## src/rtl/smem_pkg.sv

```systemverilog
package smem_pkg;

   typedef enum logic [1:0] {
      KIND_FETCH = 2'b00,
      KIND_LOAD  = 2'b01,
      KIND_STORE = 2'b10,
      KIND_SPARE = 2'b11
   } req_kind_e;

   typedef enum logic [2:0] {
      PH_IDLE,
      PH_CMD,
      PH_ADDR,
      PH_DATA,
      PH_GAP
   } phase_e;

   localparam int OPCODE_BITS = 8;

   function automatic int max_of(input int a, input int b);
      return (a > b) ? a : b;
   endfunction

endpackage

```

## src/rtl/smem_sequencer.sv

```systemverilog
module smem_sequencer
   import smem_pkg::*;
#(
   parameter int ADDR_BITS  = 16,
   parameter int DATA_BITS  = 16,
   parameter int GAP_CYCLES = 2,
   parameter int CNT_W      = 5
) (
   input  logic       clk,
   input  logic       rst_n,
   input  logic       req_valid,
   input  logic [1:0] req_kind,
   output logic       req_ready,
   output phase_e     phase,
   output logic [2:0] opcode_idx,
   output logic       is_write,
   output logic       busy,
   output logic       done
);

   localparam logic [CNT_W-1:0] OPC_LAST  = CNT_W'(OPCODE_BITS - 1);
   localparam logic [CNT_W-1:0] ADDR_LAST = CNT_W'(ADDR_BITS - 1);
   localparam logic [CNT_W-1:0] DATA_LAST = CNT_W'(DATA_BITS - 1);
   localparam logic [CNT_W-1:0] GAP_LAST  = CNT_W'(GAP_CYCLES - 1);

   phase_e           phase_q, phase_d;
   logic [CNT_W-1:0] cnt_q, cnt_d;
   logic             wr_q, wr_d;
   logic             done_q, done_d;
   logic             cnt_zero;
   logic             may_start;

   assign cnt_zero  = (cnt_q == '0);
   assign may_start = (phase_q == PH_IDLE) || ((phase_q == PH_GAP) && cnt_zero);

   always_comb begin
      phase_d = phase_q;
      cnt_d   = cnt_q;
      wr_d    = wr_q;
      done_d  = 1'b0;
      unique case (phase_q)
         PH_IDLE: begin
            if (req_valid) begin
               phase_d = PH_CMD;
               cnt_d   = OPC_LAST;
               wr_d    = (req_kind == KIND_STORE);
            end
         end
         PH_CMD: begin
            if (cnt_zero) begin
               phase_d = PH_ADDR;
               cnt_d   = ADDR_LAST;
            end else begin
               cnt_d = cnt_q - 1'b1;
            end
         end
         PH_ADDR: begin
            if (cnt_zero) begin
               phase_d = PH_DATA;
               cnt_d   = DATA_LAST;
            end else begin
               cnt_d = cnt_q - 1'b1;
            end
         end
         PH_DATA: begin
            if (cnt_zero) begin
               phase_d = PH_GAP;
               cnt_d   = GAP_LAST;
               done_d  = 1'b1;
            end else begin
               cnt_d = cnt_q - 1'b1;
            end
         end
         PH_GAP: begin
            if (!cnt_zero) begin
               cnt_d = cnt_q - 1'b1;
            end else if (req_valid) begin
               phase_d = PH_CMD;
               cnt_d   = OPC_LAST;
               wr_d    = (req_kind == KIND_STORE);
            end else begin
               phase_d = PH_IDLE;
            end
         end
         default: phase_d = PH_IDLE;
      endcase
   end

   always_ff @(posedge clk) begin
      if (!rst_n) begin
         phase_q <= PH_IDLE;
         cnt_q   <= '0;
         wr_q    <= 1'b0;
         done_q  <= 1'b0;
      end else begin
         phase_q <= phase_d;
         cnt_q   <= cnt_d;
         wr_q    <= wr_d;
         done_q  <= done_d;
      end
   end

   assign req_ready  = may_start;
   assign phase      = phase_q;
   assign opcode_idx = cnt_q[2:0];
   assign is_write   = wr_q;
   assign busy       = (phase_q != PH_IDLE);
   assign done       = done_q;

endmodule

```

## src/rtl/smem_serdes.sv

```systemverilog
module smem_serdes
   import smem_pkg::*;
#(
   parameter logic [7:0] OPC_READ  = 8'h03,
   parameter logic [7:0] OPC_WRITE = 8'h02
) (
   input  logic       clk,
   input  logic       rst_n,
   input  phase_e     phase,
   input  logic [2:0] opcode_idx,
   input  logic       is_write,
   input  logic       addr_bit,
   input  logic       wdata_bit,
   input  logic       mem_miso,
   output logic       addr_take,
   output logic       wdata_take,
   output logic       rdata_valid,
   output logic       rdata_bit,
   output logic       mem_csn,
   output logic       mem_sck,
   output logic       mem_mosi
);

   logic       link_on;
   logic [7:0] opcode;
   logic       rd_sample_q;

   assign link_on = (phase == PH_CMD) || (phase == PH_ADDR) || (phase == PH_DATA);
   assign opcode  = is_write ? OPC_WRITE : OPC_READ;

   always_comb begin
      unique case (phase)
         PH_CMD:  mem_mosi = opcode[opcode_idx];
         PH_ADDR: mem_mosi = addr_bit;
         PH_DATA: mem_mosi = is_write & wdata_bit;
         default: mem_mosi = 1'b0;
      endcase
   end

   assign addr_take   = (phase == PH_ADDR);
   assign wdata_take  = (phase == PH_DATA) && is_write;
   assign rdata_valid = (phase == PH_DATA) && !is_write;

   // Enable flips while clk is high, so the gated clock has no glitch:
   // its rising edge falls mid-cycle and its falling edge meets clk's rise.
   assign mem_sck = link_on & ~clk;
   assign mem_csn = ~link_on;

   // Read bits are captured where the serial clock rises.
   always_ff @(negedge clk) begin
      if (!rst_n) begin
         rd_sample_q <= 1'b0;
      end else begin
         rd_sample_q <= mem_miso;
      end
   end

   assign rdata_bit = rd_sample_q;

endmodule

```

## src/rtl/serial_mem_link.sv

```systemverilog
module serial_mem_link
   import smem_pkg::*;
#(
   parameter int         ADDR_BITS  = 16,
   parameter int         DATA_BITS  = 16,
   parameter int         GAP_CYCLES = 2,
   parameter logic [7:0] OPC_READ   = 8'h03,
   parameter logic [7:0] OPC_WRITE  = 8'h02
) (
   input  logic       clk,
   input  logic       rst_n,
   input  logic       req_valid,
   input  logic [1:0] req_kind,
   output logic       req_ready,
   input  logic       addr_bit,
   output logic       addr_take,
   input  logic       wdata_bit,
   output logic       wdata_take,
   output logic       rdata_bit,
   output logic       rdata_valid,
   output logic       busy,
   output logic       done,
   output logic       mem_csn,
   output logic       mem_sck,
   output logic       mem_mosi,
   input  logic       mem_miso
);

   localparam int LONGEST = max_of(max_of(OPCODE_BITS, ADDR_BITS), max_of(DATA_BITS, GAP_CYCLES));
   localparam int CNT_W   = max_of($clog2(LONGEST + 1), 3);

   if (ADDR_BITS < 8 || (ADDR_BITS % 8) != 0) begin : g_bad_addr
      $error("serial_mem_link: ADDR_BITS must be a nonzero multiple of 8");
   end
   if (DATA_BITS < 8 || (DATA_BITS % 8) != 0) begin : g_bad_data
      $error("serial_mem_link: DATA_BITS must be a nonzero multiple of 8");
   end
   if (GAP_CYCLES < 1) begin : g_bad_gap
      $error("serial_mem_link: GAP_CYCLES must be at least 1");
   end

   phase_e     phase;
   logic [2:0] opcode_idx;
   logic       is_write;

   smem_sequencer #(
      .ADDR_BITS (ADDR_BITS),
      .DATA_BITS (DATA_BITS),
      .GAP_CYCLES(GAP_CYCLES),
      .CNT_W     (CNT_W)
   ) seq_i (
      .clk       (clk),
      .rst_n     (rst_n),
      .req_valid (req_valid),
      .req_kind  (req_kind),
      .req_ready (req_ready),
      .phase     (phase),
      .opcode_idx(opcode_idx),
      .is_write  (is_write),
      .busy      (busy),
      .done      (done)
   );

   smem_serdes #(
      .OPC_READ (OPC_READ),
      .OPC_WRITE(OPC_WRITE)
   ) serdes_i (
      .clk        (clk),
      .rst_n      (rst_n),
      .phase      (phase),
      .opcode_idx (opcode_idx),
      .is_write   (is_write),
      .addr_bit   (addr_bit),
      .wdata_bit  (wdata_bit),
      .mem_miso   (mem_miso),
      .addr_take  (addr_take),
      .wdata_take (wdata_take),
      .rdata_valid(rdata_valid),
      .rdata_bit  (rdata_bit),
      .mem_csn    (mem_csn),
      .mem_sck    (mem_sck),
      .mem_mosi   (mem_mosi)
   );

endmodule

```

## config.mk

```make
export PLATFORM = sky130hd
export DESIGN_NAME = serial_mem_link
export DESIGN_NICKNAME = d
export VERILOG_FILES = /design/src/rtl/smem_pkg.sv /design/src/rtl/smem_sequencer.sv /design/src/rtl/smem_serdes.sv /design/src/rtl/serial_mem_link.sv
export SDC_FILE = /design/constraint.sdc
export NUM_CORES = 1
export LEC_CHECK = 0
export CAP_MARGIN = 40
export CORE_MARGIN = 3
export CORE_UTILIZATION = 48
export DETAILED_ROUTE_END_ITERATION = 10
export PLACE_DENSITY = 0.81
export SLEW_MARGIN = 5
export SYNTH_ARGS = -nofsm -noshare
export SYNTH_HDL_FRONTEND = slang
export SYNTH_SLANG_ARGS = --single-unit
```

## constraint.sdc

```tcl
create_clock -name clk -period 2.3 [get_ports clk]
set_input_delay 0.46 -clock clk [delete_from_list [all_inputs] [get_ports clk]]
set_output_delay 0.46 -clock clk [all_outputs]
set_load 0.005 [all_outputs]
```

==> flow_summary.yaml <==
yosys:
  synthesis.area_um2: 769
  ys.flop_type: "dfxtp_1"
  synth_area_leader_cell: "dfxtp_1"
  ys_seq_area_share_pct: 28.6
  synth_warnings: 0
  synth_nets: 110
  ys_types: 41
  synth-edff-count: 0
  netlist_top_cells_area: "dfxtp_1 (29%), a21oi_1 (6.5%), nor3_1 (5.2%), nor2_1 (4.9%), inv_1 (3.4%)"
  ys_seq_elements: 11
  synthArstFlopShare_pct: 0
  yosysTopAreaCellShare_pct: 28.6
  synth_area_per_cell_um2: 7.62
  syn_inst: 101
floorplanning:
  dieWidth_um: 46.0
  die_h_um: 46.0
  fp-row-count: 13
  core_region_area_um2: 1400
  io-pin-count: 18
  design.die.area_um2: 2120
  start_util_pct: 55.0
drt:
  ant_nets: 0
  wl_per_cell_um: 15.8
  vias_per_cell: 6.24
  wl_met2_um: 1040
  drt_iter0_drc: 86
  wl_met3_um: 273
  finalWirelength_um: 2290
  highest_layer: "met4"
  post-route-drc-count: 0
  via_count: 905
  m1WireLength_um: 938
  first_pass_iters: 4
layout:
  syn2layout_area_growth_pct: 39.5
  multiInputGateArea_um2: 502
  regArea_um2: 226
  finalNetCount: 140
  fillers: 115
  antenna_cells: 0
  drive_gt1_share_pct: 27.7
power:
  power_density_nw_per_um2: 1180
  irDropWorstVdd_v: 0.000848
  total_power_uw: 1260
  p_leak_uw: 0.000453
clock_tree:
  insertion_delay_ns: 0.38
  clkTransAtPathRegs_ns: 0.07
  cts_tree: "done"
worst_hold_path:
  min_to: "seq_i.cnt_q[4]$_SDFFE_PN0P_"
  hold_start: "seq_i.cnt_q[4]$_SDFFE_PN0P_"
  hold_class: "reg2reg"
  holdPathStages: 2
status:
  violations: "negative setup slack"
  status: "complete, but fails checks"
timing:
  finClkSkew_ns: 0.00259
  setup_violations: 1
  hold_viol_final: 0
  slew_violations: 0
  relSlewSlack_pct: 80.2
  rsz0062_at_grt: "true"
  whs_ns: 0.494
  layout_setup_ws_ns: -0.151
  worst_pin_slew_ns: 0.293
global_route:
  antenna_found_initial: 0
  grt_overflow_total: 0
  track_usage_pct: 26.6
  grt_pass1_vias: 842
  grt_max_degree: 18
  grt_pass1_wl_um: 3840
critical_path:
  critPathLaunchType: "register"
  critical_path_class: "reg2out"
  path_buf_inv: 1
  worst-r2r-setup-slack_ns: 0.35
  cp_top_family: "flip-flops"
  worstPathCellList: "buf_2"
  crit_slowest_cell: "dfxtp_1"
  worst_setup_path_end_kind: "primary output"
  cp_slowest_stage_delay_ns: 0.28
  r2r-end: "seq_i.cnt_q[1]$_SDFFE_PN0P_"
  arrival_ns: 1.99
  r2r_cells: 6
  critPathMaxFanout: 1
  critPathLaunch: "serdes_i.rdata_bit$_SDFF_NN0_"
  worstPathRequired_ns: 1.84
  reg2reg_from: "seq_i.cnt_q[0]$_SDFFE_PN0P_"
placed_design:
  preCtsSetupSlack_ns: -0.0861
  dp_hpwl_um: 1580
  numPortBuffers: 17
  place.gp.congestion: 0.920
job:
  max-cap-violations: 0
## cell usage after synthesis (all sizes together) (2+ instances only)
| library cell | instances |
|---|---|
| a21oi | 11 |
| and3 | 2 |
| buf | 2 |
| clkbuf | 5 |
| dfxtp | 11 |
| inv | 7 |
| nand2 | 6 |
| nand3 | 3 |
| nor2 | 10 |
| nor2b | 2 |
| nor3 | 8 |
| nor3b | 3 |
| o21ai | 3 |
| o31a | 2 |
| xor2 | 2 |
## cells in the final DEF, fill, tap and decap left out, drive strengths merged, types with 2 or more instances in the layout
master,count
clkbuf,7
dlygate4sd2,2
nor3b,3
and3,2
o31a,2
nor2b,2
nor2,10
o21ai,3
inv,8
dfxtp,11
buf,13
clkdlybuf4s50,13
nand3,3
nand2,6
a21oi,11
nor3,8
xor2,2
## stage by stage
step / cells / setup TNS [ns] / util (%) / cell area [µm²]
2_1_floorplan: 101 / 0 / - / 769
3_3_place_gp: 138 / -0.0980 / 72.5 / 1010
3_5_place_dp: 138 / -0.0977 / 72.5 / 1010
4_1_cts: 145 / -0.156 / 76.4 / 1070
5_1_grt: 145 / -0.221 / 76.7 / 1070
6_report: 145 / -0.151 / 76.7 / 1070
## what timing repair did
item | CTS | global route
hold buffers | 0 | 0
buffers inserted | 0 | 0
setup endpoints to repair | 5 | 5
cloned | 0 | 0
pin swaps | 1 | 1
gates resized for setup | 12 | 7
## flip-flops by register name (all words and copies together), names as in the netlist
signal / count
seq_i.phase: 3
seq_i.done: 1
seq_i.cnt_q: 5
seq_i.is_write: 1
serdes_i.rdata_bit: 1
## report_power, final
| part | internal [µW] | switching (µW) |
|---|---|---|
| sequential | 242 | 60.8 |
| clock | 134 | 99.2 |
| combinational | 359 | 368 |
## kinds of logic (layout without fill, tap and decap cells)
kind of cell | count (synthesis) | after routing | synth area share, %
compound gates | 27 | 27 | 24.9
xor+xnor | 2 | 2 | 2.28
fa+ha+maj | 1 | 1 | 1.63
buf+inv | 14 | 43 | 7.81
flops | 11 | 11 | 28.6
mux | 2 | 2 | 2.76
simple gates | 44 | 44 | 32.0
## layer usage
metal	vias to the layer above	GRT usage [%]
met5	-	0
met4	0	15.3
met3	8	13.4
met2	64	36.5
met1	405	32.6
li1	428	-
## layout make-up
class                      count  share of cell area (%)
clock buffer                   7                    5.01
clock inverter                 2                   0.699
inverter                       6                    2.10
multi-input combinational     76                    46.7
sequential                    11                    21.1
tap                           15                    1.75
timing repair buffer          28                    22.6
## worst max-delay path by stage
stage,depth (start not counted),endpoint
detailed placement,1,rdata_bit
floorplan,0,rdata_bit
global placement,1,rdata_bit
finish,1,rdata_bit
global route,1,rdata_bit
CTS,1,rdata_bit
(Power assumes the default switching activity.)
